`src/rtl/sl_pkg.sv`:
```
package sl_pkg;
    localparam int MAX_BYTES = 8;
    localparam int IDX_W     = $clog2(MAX_BYTES);
    localparam int DATA_W    = 8 * MAX_BYTES;

    typedef enum logic {SL_IDLE, SL_BUSY} sl_state_e;

    typedef struct packed {
        logic [DATA_W-1:0] data;
        logic              left;
        logic              up;
        logic [IDX_W-1:0]  mask;
        logic [IDX_W-1:0]  last;
    } sl_job_t;

    function automatic logic [IDX_W-1:0] lane_mask(input logic dword);
        return dword ? IDX_W'(7) : IDX_W'(3);
    endfunction

    function automatic logic [IDX_W-1:0] lane_offset(input logic [IDX_W-1:0] lo,
                                                     input logic dword,
                                                     input logic big);
        logic [IDX_W-1:0] m;
        m = lane_mask(dword);
        return big ? (lo & m) : ((lo & m) ^ m);
    endfunction
endpackage

```
`src/rtl/sl_lane_calc.sv`:
```
module sl_lane_calc
    import sl_pkg::*;
(
    input  logic [IDX_W-1:0] addr_lo,
    input  logic             dword,
    input  logic             big,
    input  logic             left,
    output logic [IDX_W-1:0] mask,
    output logic [IDX_W-1:0] last,
    output logic             up
);
    logic [IDX_W-1:0] off;

    always_comb begin
        mask = lane_mask(dword);
        off  = lane_offset(addr_lo, dword, big);
        last = left ? (mask - off) : off;
        // climbing addresses when the step sign and the direction sign agree
        up   = (left == big);
    end
endmodule

```
`src/rtl/sl_seq.sv`:
```
module sl_seq
    import sl_pkg::*;
(
    input  logic             clk,
    input  logic             rst,
    input  logic             start,
    input  logic [IDX_W-1:0] last,
    input  logic             wr_ready,
    output logic             busy,
    output logic [IDX_W-1:0] k,
    output logic             done
);
    sl_state_e state;

    assign busy = (state == SL_BUSY);

    always_ff @(posedge clk) begin
        if (rst) begin
            state <= SL_IDLE;
            k     <= '0;
            done  <= 1'b0;
        end else begin
            done <= 1'b0;
            case (state)
                SL_IDLE: begin
                    if (start) begin
                        state <= SL_BUSY;
                        k     <= '0;
                    end
                end
                SL_BUSY: begin
                    if (wr_ready) begin
                        if (k == last) begin
                            state <= SL_IDLE;
                            done  <= 1'b1;
                        end else begin
                            k <= k + 1'b1;
                        end
                    end
                end
                default: state <= SL_IDLE;
            endcase
        end
    end
endmodule

```
`src/rtl/sl_byte_pick.sv`:
```
module sl_byte_pick
    import sl_pkg::*;
#(
    parameter int ADDR_W = 32
) (
    input  sl_job_t           job,
    input  logic [ADDR_W-1:0] base,
    input  logic [IDX_W-1:0]  k,
    output logic [7:0]        byte_o,
    output logic [ADDR_W-1:0] addr_o
);
    logic [IDX_W-1:0] idx;

    always_comb begin
        idx    = job.left ? (job.mask - k) : k;
        byte_o = job.data[{idx, 3'b000} +: 8];
        addr_o = job.up ? (base + ADDR_W'(k)) : (base - ADDR_W'(k));
    end
endmodule

```
`src/rtl/store_lane_gen.sv`:
```
module store_lane_gen
    import sl_pkg::*;
#(
    parameter int ADDR_W = 32
) (
    input  logic              clk,
    input  logic              rst,
    input  logic              req_valid,
    output logic              req_ready,
    input  logic [63:0]       req_data,
    input  logic [ADDR_W-1:0] req_addr,
    input  logic              req_big,
    input  logic              req_dword,
    input  logic              req_left,
    output logic              wr_valid,
    input  logic              wr_ready,
    output logic [ADDR_W-1:0] wr_addr,
    output logic [7:0]        wr_byte,
    output logic              done
);
    logic             busy;
    logic             start;
    logic [IDX_W-1:0] k;
    logic [IDX_W-1:0] c_mask, c_last;
    logic             c_up;
    sl_job_t          job;
    logic [ADDR_W-1:0] base;

    assign req_ready = !busy;
    assign start     = req_valid && req_ready;
    assign wr_valid  = busy;

    sl_lane_calc u_calc (
        .addr_lo (req_addr[IDX_W-1:0]),
        .dword   (req_dword),
        .big     (req_big),
        .left    (req_left),
        .mask    (c_mask),
        .last    (c_last),
        .up      (c_up)
    );

    always_ff @(posedge clk) begin
        if (rst) begin
            job  <= '0;
            base <= '0;
        end else if (start) begin
            job.data <= req_data;
            job.left <= req_left;
            job.up   <= c_up;
            job.mask <= c_mask;
            job.last <= c_last;
            base     <= req_addr;
        end
    end

    sl_seq u_seq (
        .clk      (clk),
        .rst      (rst),
        .start    (start),
        .last     (job.last),
        .wr_ready (wr_ready),
        .busy     (busy),
        .k        (k),
        .done     (done)
    );

    sl_byte_pick #(.ADDR_W(ADDR_W)) u_pick (
        .job    (job),
        .base   (base),
        .k      (k),
        .byte_o (wr_byte),
        .addr_o (wr_addr)
    );
endmodule

```
`config.mk`:
```
export PLATFORM = sky130hd
export DESIGN_NAME = store_lane_gen
export DESIGN_NICKNAME = d
export VERILOG_FILES = /design/src/rtl/sl_pkg.sv /design/src/rtl/sl_lane_calc.sv /design/src/rtl/sl_seq.sv /design/src/rtl/sl_byte_pick.sv /design/src/rtl/store_lane_gen.sv
export SDC_FILE = /design/constraint.sdc
export NUM_CORES = 1
export LEC_CHECK = 0
export BUFFER_PORTS_ARGS = -buffer_cell sky130_fd_sc_hd__buf_2
export CORE_UTILIZATION = 55
export CTS_BUF_LIST = sky130_fd_sc_hd__clkbuf_4 sky130_fd_sc_hd__clkbuf_8
export DETAILED_ROUTE_END_ITERATION = 10
export HOLD_SLACK_MARGIN = 0.02
export PLACE_DENSITY = 0.78
export RECOVER_POWER = 25
export SYNTH_ARGS = -nofsm -noshare
export SYNTH_HDL_FRONTEND = slang
export SYNTH_HIERARCHICAL = 1
export SYNTH_SLANG_ARGS = --single-unit
```
`constraint.sdc`:
```
create_clock -name clk -period 7.9 [get_ports clk]
set_input_delay 0.79 -clock clk [delete_from_list [all_inputs] [get_ports clk]]
set_output_delay 0.79 -clock clk [all_outputs]
set_load 0.03 [all_outputs]
```
==> results of run 1 <==
==> logic make-up (layout without fill, tap and decap cells) <==
family / count (synthesis) / in the layout / synth area share (%)
fa+ha+maj: 37 / 37 / 6.40
buf+inv: 98 / 185 / 5.73
simple gates: 371 / 371 / 34.1
mux: 5 / 5 / 0.703
compound gates: 238 / 238 / 19.3
xor+xnor: 38 / 38 / 4.56
other cells: 1 / 3 / 0.0502
flops: 109 / 109 / 29.2
==> critical path, delay by kind of cell <==
kind | cells | cell delay (ns)
buffers and inverters | 3 | 4.85
AOI/OAI and AO/OA | 1 | 0.27
muxes | 1 | 0.09
==> flip-flops by register name, indices dropped and copies added, names as in the netlist <==
name	cells
job	72
base	32
u_seq/busy	1
u_seq/done	1
u_seq/k	3
==> final cells by class <==
type / count / area [um^2]
multi-input combinational: 691 / 4880
tap: 176 / 220
inverter: 17 / 63.8
clock inverter: 6 / 46.3
clock buffer: 9 / 124
antenna: 1 / 2.50
sequential: 109 / 2180
timing repair buffer: 153 / 777
fill: 1237 / 4950
==> power by group through the flow <==
stage               logic, mW  clock network [mW]  registers [mW]
finish                  0.372               0.319           0.613
global route            0.404               0.350           0.618
CTS                     0.372               0.332           0.613
detailed placement      0.371                   0           0.626
global placement        0.368                   0           0.624
floorplan               0.273                   0           0.621
==> worst paths after layout <==
kind	cells past startpoint	slack, ns	from	end
worst max-delay path	5	2.15	rst	u_seq/k[1]
worst min-delay path	2	0.47	job[23]	job[23]
worst max register to register	5	4.41	u_seq/busy	u_seq/k[0]
worst min register to register	2	0.47	job[23]	job[23]
==> cell usage after synthesis (2+ instances only) <==
cell and number:
sky130_fd_sc_hd__nand4b_1 2, sky130_fd_sc_hd__and3_1 3, sky130_fd_sc_hd__clkbuf_1 56, sky130_fd_sc_hd__mux2_2 2
sky130_fd_sc_hd__nand2_1 96, sky130_fd_sc_hd__a31oi_1 8, sky130_fd_sc_hd__nand4bb_1 104, sky130_fd_sc_hd__nor2b_1 4
sky130_fd_sc_hd__fa_1 2, sky130_fd_sc_hd__o31ai_1 2, sky130_fd_sc_hd__dfxtp_1 109, sky130_fd_sc_hd__o21ai_1 88
sky130_fd_sc_hd__a211oi_1 3, sky130_fd_sc_hd__nand4_1 6, sky130_fd_sc_hd__nor2_1 15, sky130_fd_sc_hd__mux2i_1 3
sky130_fd_sc_hd__nand3_1 25, sky130_fd_sc_hd__inv_1 16, sky130_fd_sc_hd__a21o_2 2, sky130_fd_sc_hd__buf_4 7
sky130_fd_sc_hd__ha_1 35, sky130_fd_sc_hd__clkbuf_2 2, sky130_fd_sc_hd__nor3_1 4, sky130_fd_sc_hd__and3_2 3
sky130_fd_sc_hd__buf_2 11, sky130_fd_sc_hd__o211ai_1 12, sky130_fd_sc_hd__xor2_1 10, sky130_fd_sc_hd__a21o_1 21
sky130_fd_sc_hd__o21a_1 5, sky130_fd_sc_hd__xnor2_1 27, sky130_fd_sc_hd__a311o_1 3, sky130_fd_sc_hd__a21oi_1 30
sky130_fd_sc_hd__o211ai_2 2, sky130_fd_sc_hd__nand2b_1 106, sky130_fd_sc_hd__o21bai_1 4, sky130_fd_sc_hd__buf_1 3
sky130_fd_sc_hd__o21ai_0 43
==> layer usage <==
| metal | vias up | GRT usage, % | wire length, um |
|---|---|---|---|
| li1 | 3376 | - | - |
| met1 | 3128 | 35.3 | 8590 |
| met2 | 209 | 42.0 | 8500 |
| met3 | 27 | 5.02 | 998 |
| met4 | 2 | 6.96 | 277 |
| met5 | - | 0 | 13 |
==> metrics.md, run 1 <==
| Metric | Value |
|---|---|
| Max VDD drop | 0.139 mV |
| Non-filler cells, final | 1162 |
| CTS root buf | sky130_fd_sc_hd__clkbuf_8 |
| Power, Total | 1.30 mW |
| Worst Tran Pin Value | 3.58 ns |
| Maximum clock insertion buffer count | 2 |
| Number of nets with antenna violations after detailed routing | 0 |
| Post-Place Setup Slack | 3.44 ns |
| Power spent charging and discharging nets | ~0.46 mW |
| Relative max-transition margin | -139% |
| Setup repair after global routing missed its margin | no |
| First-pass iteration count of the detailed router | 5 |
| Failing checks | max-capacitance violations, max-slew violations |
| Clock buffers created by TritonCTS | 9 |
| Overflow left after global routing | 0 |
| Main flop type after synthesis | sky130_fd_sc_hd__dfxtp_1 |
| Pin count of the biggest net entering global routing | roughly 120 |
| Crit Path Category | input port to flip-flop |
| Post-CTS Setup Repair Bufs | 0 |
| Total power density per cell area | ~160 nW/um^2 |
| DRT iter0 DRCs | approximately 580 |
| Clock group share of total power | between 20% and 30% |
| Layout Skew | 0.0122 ns |
| Max-slew violation count | 253 |
| Sequence of cells on the critical path | clkbuf_1 -> clkbuf_1 -> inv_1 -> o211ai_1 -> mux2i_1 |
| Area of the core region | between 10000 and 15000 um^2 |
| Area of all placed cells without fillers | around 8300 um^2 |
| Fraction of registers with async set/reset | 0% |
| Crit start category | input port |
| Total number of H-tree levels | 3 |
| Count of flip-flops with a built-in enable after synthesis | 0 |
| Total instance count after detailed placement | approximately 1.1k |
| Arrival time worst endpoint | between 6 and 7 ns |
| Final core utilization | ~63% |
| Number of nets in the finished design | around 1.1k |
| Netlist area before placement | about 7500 um^2 |
| Data required time of the worst path | between 8 and 9 ns |
| Post-DR vias/cell | approximately 5.8 |
| Sequential cell area fraction in the yosys report | between 20 and 30% |
| Clock transition at the register clock pins on the worst setup and hold paths after CTS | 0.10 ns |
| Run status | finished, violations left |
| Dominant cells by area after synthesis | sky130_fd_sc_hd__dfxtp_1 (29%), sky130_fd_sc_hd__nand4bb_1 (16%), sky130_fd_sc_hd__nand2b_1 (8.9%) |
| Total clock sinks | around 110 |
| Via Count | just under 7k |
| Pint | between 0.8 and 0.9 mW |
| Fraction of the cycle the final worst path needs | 72.8% |
| Leakage power total | 3.47 nW |
| Top library cells by usage in the layout, fill and taps aside | sky130_fd_sc_hd__buf_2 (141), sky130_fd_sc_hd__dfxtp_1 (108), sky130_fd_sc_hd__nand2b_1 (106) |
| Count of maximum capacitance violations | 3 |
| Placer's final routability congestion estimate | ~0.9 |
| Effective utilization at floorplan | 56.4% |
| Synthesized netlist cell count | 897 |
| Max incr delay on CP | between 2 and 3 ns |
| Growth of design area from synthesis to finish | 11.0% |
| Final setup vio count | 0 |
| Post-detailed-routing wire length | 18400 um |
| Residual DRC | 0 |
| Final min period | ~5.7 ns |
| Total count of hold-check failures in the final report | 0 |
| Number of gates resized after cts | 0 |
| Register share of total power | 47.0% |
| Synthesized flop and latch total | around 110 |
| Rows | 42 |
| Overall track demand over capacity in global routing | around a quarter |
| Ports | between 100 and 150 |
| Vert. Die Dim | around 120 um |
| Wire length of the first global-routing pass | between 20000 and 30000 um |
| Setup total negative slack | 0 ns |
| Upper clock frequency limit | roughly 0.17 GHz |
| Antenna violations before repair | 2 |
| Mean routed wirelength per cell | around 16 um |
| Number of I/O port buffers | about 150 |
| Most common library cell in the layout ignoring fill and taps | sky130_fd_sc_hd__buf_2 |
| HPWL reported at the end of detailed placement | roughly 12000 um |
| Width of the die | between 100 and 150 um |
| Setup crit end kind | flip-flop |
| Net switching share of the total power | around a third |
| Die Footprint | about 14000 um^2 |
| Top cell type's share of synthesized area | 29.2% |
| TritonCTS clock tree | yes |
| Source-to-sink clock delay at the later pin of the worst-skew pair | around 0.4 ns |
| Number of buffers inserted by hold repair at cts | 0 |
| Library cell occupying the most area in the post-synthesis netlist | sky130_fd_sc_hd__dfxtp_1 |
| Combinational group share of total power | between 20% and 30% |
| Post-Synthesis Mean Instance Area | about 8.3 um^2 |
| Number of global-route vias before repair | 6104 |
| Worst Setup Slack, final | roughly 2.2 ns |
| Warnings, synthesis | 6 |
| Post-place instance area | around 8100 um^2 |
| Path class of the lowest-slack min-delay path | flip-flop to flip-flop |
| Worst hold slack after final layout | between 0.4 and 0.5 ns |
| Critical path fanouts, max | 121 |
| Fraction of final layout cells with drive strength greater than 1 | a little under a fifth |
| Critical Path Slowest Stage Cell | sky130_fd_sc_hd__clkbuf_1 |
| Number of distinct library cell variants in the gate-level netlist after synthesis | 60 |
| Most prevalent standard cell on the critical path | sky130_fd_sc_hd__clkbuf_1 |
Power figures use the tool's default switching activity.
==> run 2, diff against run 1 <==
==> constraint.sdc (replaced) <==
create_clock -name clk -period 5.7 [get_ports clk]
set_input_delay 0.57 -clock clk [delete_from_list [all_inputs] [get_ports clk]]
set_output_delay 0.57 -clock clk [all_outputs]
set_load 0.03 [all_outputs]
==> metrics.md, run 2 (synthesis results as in run 1) <==
| Metric | Value |
|---|---|
| Run status | finished, violations left |
| Failing checks | max-capacitance violations, max-slew violations |
| Total number of H-tree levels | 3 |
| Pin count of the biggest net entering global routing | roughly 120 |
| Clock buffers created by TritonCTS | 9 |
| Layout Skew | slightly above 0.008 ns |
| Placer's final routability congestion estimate | between 0.8 and 0.9 |
| Total power density per cell area | 224 nW/um^2 |
| Total clock sinks | 109 |
| Effective utilization at floorplan | 56.4% |
| Number of buffers inserted by hold repair at cts | 0 |
| Rows | between 40 and 50 |
| Maximum clock insertion buffer count | 2 |
| Most common library cell in the layout ignoring fill and taps | sky130_fd_sc_hd__buf_2 |
| Post-Place Setup Slack | between 1 and 1.5 ns |
| TritonCTS clock tree | yes |
| Number of nets with antenna violations after detailed routing | 0 |
| Final core utilization | 63.0% |
| Mean routed wirelength per cell | ~16 um |
| Arrival time worst endpoint | around 4.1 ns |
| Area of the core region | approximately 13000 um^2 |
| Crit start category | flip-flop |
| Number of I/O port buffers | approximately 150 |
| Post-CTS Setup Repair Bufs | 0 |
| Wire length of the first global-routing pass | 30600 um |
| Number of global-route vias before repair | slightly above 6k |
| CTS root buf | sky130_fd_sc_hd__clkbuf_8 |
| Non-filler cells, final | ~1.2k |
| Worst Tran Pin Value | roughly 2.2 ns |
| Max VDD drop | ~0.17 mV |
| Residual DRC | 0 |
| Total instance count after detailed placement | approximately 1.1k |
| Post-detailed-routing wire length | about 19000 um |
| Setup repair after global routing missed its margin | no |
| Ports | 146 |
| Post-DR vias/cell | a little under 6 |
| Setup crit end kind | output pin |
| First-pass iteration count of the detailed router | 5 |
| Largest registers | job x72, base x32, u_seq/k x3 |
| Flip-flop count of the largest register, all copies and words added | 72 |
| Width of the die | roughly 120 um |
| HPWL reported at the end of detailed placement | around 12000 um |
| Fraction of final layout cells with drive strength greater than 1 | about a fifth |
| Clock transition at the register clock pins on the worst setup and hold paths after CTS | 0.11 ns |
| Via Count | 6791 |
| Crit Path Category | flip-flop to output pin |
| Overflow left after global routing | 0 |
| Growth of design area from synthesis to finish | 11.7% |
| Data required time of the worst path | ~5.1 ns |
| Worst Setup Slack, final | between 0.9 and 1 ns |
| Setup total negative slack | 0 ns |
| Final min period | between 4 and 5 ns |
| Final setup vio count | 0 |
| Die Footprint | about 14000 um^2 |
| Overall track demand over capacity in global routing | 26.7% |
| Antenna violations before repair | 2 |
| Number of nets in the finished design | around 1.1k |
| Fraction of the cycle the final worst path needs | 82.5% |
| Leakage power total | roughly 3.5 nW |
| Path class of the lowest-slack min-delay path | input port to flip-flop |
| Count of maximum capacitance violations | 3 |
| Total count of hold-check failures in the final report | 0 |
| DRT iter0 DRCs | 422 |
| Max-slew violation count | 181 |
| Critical path fanouts, max | 14 |
| Number of gates resized after cts | 0 |
| Top library cells by usage in the layout, fill and taps aside | sky130_fd_sc_hd__buf_2 (142), sky130_fd_sc_hd__dfxtp_1 (109), sky130_fd_sc_hd__nand2b_1 (106) |
| Top reg by flops | job |
| Source-to-sink clock delay at the later pin of the worst-skew pair | slightly below 0.4 ns |
| Relative max-transition margin | -47.7% |
| Power, Total | 1.87 mW |
| Vert. Die Dim | around 120 um |
| Upper clock frequency limit | between 0.2 and 0.25 GHz |
[run 2: final cells by class]
| cell class | instances | area (um^2) |
|---|---|---|
| multi-input cells | 691 | 4880 |
| flip-flops and latches | 109 | 2180 |
| repair buffers | 153 | 782 |
| fillers | 1204 | 4900 |
| clock inverters | 7 | 83.8 |
| diodes | 1 | 2.50 |
| inverters | 17 | 63.8 |
| clock buffers | 9 | 124 |
| well taps | 176 | 220 |
[run 2: stage by stage]
step	cell area [um^2]	hold slack, ns
2_1_floorplan	7470	0.442
3_3_place_gp	8140	0.453
3_5_place_dp	8140	0.454
4_1_cts	8350	0.418
5_1_grt	8340	0.418
6_report	8340	0.433
[run 2: routing by layer]
layer  vias to the layer above  global-route usage, %  share of wire (%)
li1                       3391                      -                  -
met1                      3147                   35.8                 46
met2                       226                   43.5                 46
met3                        25                   5.50                5.9
met4                         2                   6.88                1.6
met5                         -                      0              0.070
[run 2: worst paths after layout]
kind,slack [ns],startpoint,end,cells past startpoint
setup / recovery,1.0,u_seq/k[0],wr_addr[27],15
hold / removal,0.43,req_data[19],job[27],3
setup reg to reg,2.10,u_seq/busy,u_seq/k[1],5
hold reg to reg,0.47,job[45],job[45],2
[run 2: where the power goes]
part | internal [mW] | switching (mW) | total (mW)
Sequential | 0.816 | 0.0445 | 0.860
Combinational | 0.199 | 0.306 | 0.505
Clock | 0.210 | 0.295 | 0.505
[run 2: critical path, stage by stage, from the launching register on]
cell	delay, ns
sky130_fd_sc_hd__dfxtp_1	0.52
sky130_fd_sc_hd__inv_1	0.13
sky130_fd_sc_hd__ha_1	0.23
sky130_fd_sc_hd__ha_1	0.17
sky130_fd_sc_hd__nor2_1	0.08
sky130_fd_sc_hd__buf_4	0.24
sky130_fd_sc_hd__ha_1	0.32
sky130_fd_sc_hd__a21o_1	0.21
sky130_fd_sc_hd__a31o_2	0.23
sky130_fd_sc_hd__o21ai_0	0.31
sky130_fd_sc_hd__o31a_1	0.24
sky130_fd_sc_hd__o21ai_2	0.15
sky130_fd_sc_hd__a2111oi_0	0.42
sky130_fd_sc_hd__nor3_1	0.13
sky130_fd_sc_hd__xor2_1	0.15
sky130_fd_sc_hd__buf_2	0.21
==> run 3, diff against run 2 <==
==> constraint.sdc (replaced) <==
create_clock -name clk -period 4.45 [get_ports clk]
set_input_delay 0.445 -clock clk [delete_from_list [all_inputs] [get_ports clk]]
set_output_delay 0.445 -clock clk [all_outputs]
set_load 0.03 [all_outputs]
==> metrics.md, run 3 (synthesis results as in run 1) <==
| Metric | Value |
|---|---|
| Upper clock frequency limit | around 0.24 GHz |
| Width of the die | ~120 um |
| Mean routed wirelength per cell | around 16 um |
| Relative max-transition margin | -13.1% |
| Setup crit end kind | output pin |
| Max incr delay on CP | roughly 0.40 ns |
| Source-to-sink clock delay at the later pin of the worst-skew pair | around 0.39 ns |
| Layout Skew | between 0.006 and 0.007 ns |
| Clock transition at the register clock pins on the worst setup and hold paths after CTS | between 0.1 and 0.15 ns |
| Worst r2r path cells | 4 |
| Largest registers | job x72, base x32, u_seq/k x3 |
| Failing checks | max-capacitance violations, max-slew violations |
| Global-route met3 utilization | around 5.4% |
| Die Footprint | around 14000 um^2 |
| CTS root buf | sky130_fd_sc_hd__clkbuf_8 |
| Count of maximum capacitance violations | 1 |
| Area of the core region | 13200 um^2 |
| Final min period | around 4.2 ns |
| Number of I/O port buffers | 145 |
| HPWL reported at the end of detailed placement | around 12000 um |
| Pin count of the biggest net entering global routing | ~110 |
| Total clock sinks | approximately 110 |
| Number of buffers inserted by hold repair at cts | 0 |
| GR met1 Demand/Resource | around a third |
| Setup repair after global routing missed its margin | no |
| Clock group share of total power | about 25% |
| Critical path fanouts, max | 6 |
| Growth of design area from synthesis to finish | 12.8% |
| Sequence of cells on the critical path | inv_1 -> ha_1 -> ha_1 -> mux2_2 -> ha_1 -> a21o_1 -> a221o_1 -> nand3_1 -> o211ai_2 -> a31oi_4 -> o221ai_2 -> a311oi_2 -> xnor2_1 -> clkbuf_4 |
| Post-detailed-routing wire length | approximately 18000 um |
| Net switching share of the total power | between 30 and 40% |
| Run status | finished, violations left |
| Post-place instance area | 8170 um^2 |
| Total power density per cell area | between 200 and 300 nW/um^2 |
| Post-DR vias/cell | approximately 5.8 |
| Effective utilization at floorplan | a little under three fifths |
| Flip-flop count of the largest register, all copies and words added | ~70 |
| Fraction of final layout cells with drive strength greater than 1 | 20.5% |
| Total count of hold-check failures in the final report | 0 |
| Area of all placed cells without fillers | between 8000 and 9000 um^2 |
| Max VDD drop | 0.239 mV |
| Wire length of the first global-routing pass | about 30000 um |
| Final setup vio count | 0 |
| Path class of the lowest-slack min-delay path | input port to flip-flop |
| Worst hold path depth | 3 |
| TritonCTS clock tree | yes |
| DRT iter0 DRCs | 552 |
| Ports | roughly 150 |
| Met2 Use GR | between 40% and 50% |
| Placer's final routability congestion estimate | roughly 0.89 |
| Register share of total power | 46.2% |
| Pint | roughly 1.5 mW |
| R2R setup slack | between 1.5 and 2 ns |
| Power spent charging and discharging nets | approximately 0.8 mW |
| Number of global-route vias before repair | between 6k and 7k |
| Arrival time worst endpoint | 3.80 ns |
| Via Count | approximately 6.7k |
| Clock buffers created by TritonCTS | 9 |
| Maximum clock insertion buffer count | 2 |
| Antenna violations before repair | 0 |
| Residual DRC | 0 |
| Vert. Die Dim | 119 um |
| Combinational group share of total power | between 20 and 30% |
| Most used routing layer in global routing | met2 |
| Total number of H-tree levels | 3 |
| Fraction of the cycle the final worst path needs | 95.3% |
| Data required time of the worst path | between 4 and 5 ns |
| Rows | 42 |
| # diodes | 0 |
| Top reg by flops | job |
| Critical Path Slowest Stage Cell | sky130_fd_sc_hd__dfxtp_2 |
| First-pass iteration count of the detailed router | 6 |
| Crit Path Category | flip-flop to output pin |
| Max-slew violation count | between 100 and 150 |
| Setup total negative slack | 0 ns |
| Number of nets with antenna violations after detailed routing | 0 |
| Crit start category | flip-flop |
| Overall track demand over capacity in global routing | between 20% and 30% |
| Most prevalent standard cell on the critical path | sky130_fd_sc_hd__ha_1 |
| Top library cells by usage in the layout, fill and taps aside | sky130_fd_sc_hd__buf_2 (140), sky130_fd_sc_hd__dfxtp_1 (107), sky130_fd_sc_hd__nand2b_1 (106) |
| Worst Tran Pin Value | ~1.7 ns |
| Number of nets in the finished design | between 1k and 1.5k |
| Leakage power total | ~3.5 nW |
| Most common library cell in the layout ignoring fill and taps | sky130_fd_sc_hd__buf_2 |
| Overflow left after global routing | 0 |
==> run 3: layer usage <==
layer | wire length (um) | share of wire (%) | up-vias
li1 | - | - | 3386
met1 | 8570 | 47 | 3108
met2 | 8590 | 47 | 208
met3 | 1000 | 5.4 | 15
met4 | 244 | 1.3 | 0
met5 | 0 | 0 | -
==> run 3: path summary, 6_finish.rpt <==
| kind | endpoint | from |
|---|---|---|
| setup / recovery | wr_addr[28] | u_seq/k[1] |
| hold / removal | base[8] | req_addr[8] |
| setup reg to reg | u_seq/k[0] | u_seq/busy |
| hold reg to reg | job[39] | job[39] |
==> run 3: final cells by class <==
cell class / instances / area (um^2)
Clock inverter: 5 / 42.5
Multi-Input combinational cell: 691 / 4920
Inverter: 17 / 63.8
Clock buffer: 11 / 145
Fill cell: 1221 / 4810
Sequential cell: 109 / 2190
Timing Repair Buffer: 159 / 853
Tap cell: 176 / 220
==> run 3: metrics by stage <==
| stage | util (%) | cells | hold slack, ns | power [mW] | setup slack, ns |
|---|---|---|---|---|---|
| 6_report | 63.7 | 1168 | 0.315 | 2.35 | 0.210 |
| 5_1_grt | 63.7 | 1168 | 0.297 | 2.47 | 0.0113 |
| 4_1_cts | 63.1 | 1165 | 0.301 | 2.36 | 0.000754 |
| 3_5_place_dp | 61.7 | 1149 | 0.455 | 1.77 | 0.398 |
| 3_3_place_gp | 61.7 | 1149 | 0.452 | 1.76 | 0.433 |
| 2_1_floorplan | - | 898 | 0.442 | 1.59 | 0.244 |
==> run 3: what timing repair did <==
action | in CTS | in global routing
gates resized for setup | 1 | 14
endpoints found under the setup margin | 4 | 9
pin swaps | 0 | 1
buffers inserted | 0 | 3
==> run 3: worst max-delay path, delay by kind of cell (launching register included) <==
kind                     cells  cell delay, ns
AND/OR/NAND/NOR              1            0.10
XOR/XNOR                     1            0.14
AO/OA/AOI/OAI                6            1.43
flip-flops                   1            0.40
buffers and inverters        2            0.31
multiplexers                 1            0.26
adder cells (fa/ha/maj)      3            0.78
==> run 3: power by group through the flow <==
stage / sequential, mW / combinational (mW) / clock [mW]
2_1_floorplan: 1.10 / 0.485 / 0
3_3_place_gp: 1.11 / 0.656 / 0
3_5_place_dp: 1.11 / 0.662 / 0
4_1_cts: 1.09 / 0.663 / 0.609
5_1_grt: 1.10 / 0.726 / 0.650
6_report: 1.09 / 0.668 / 0.597
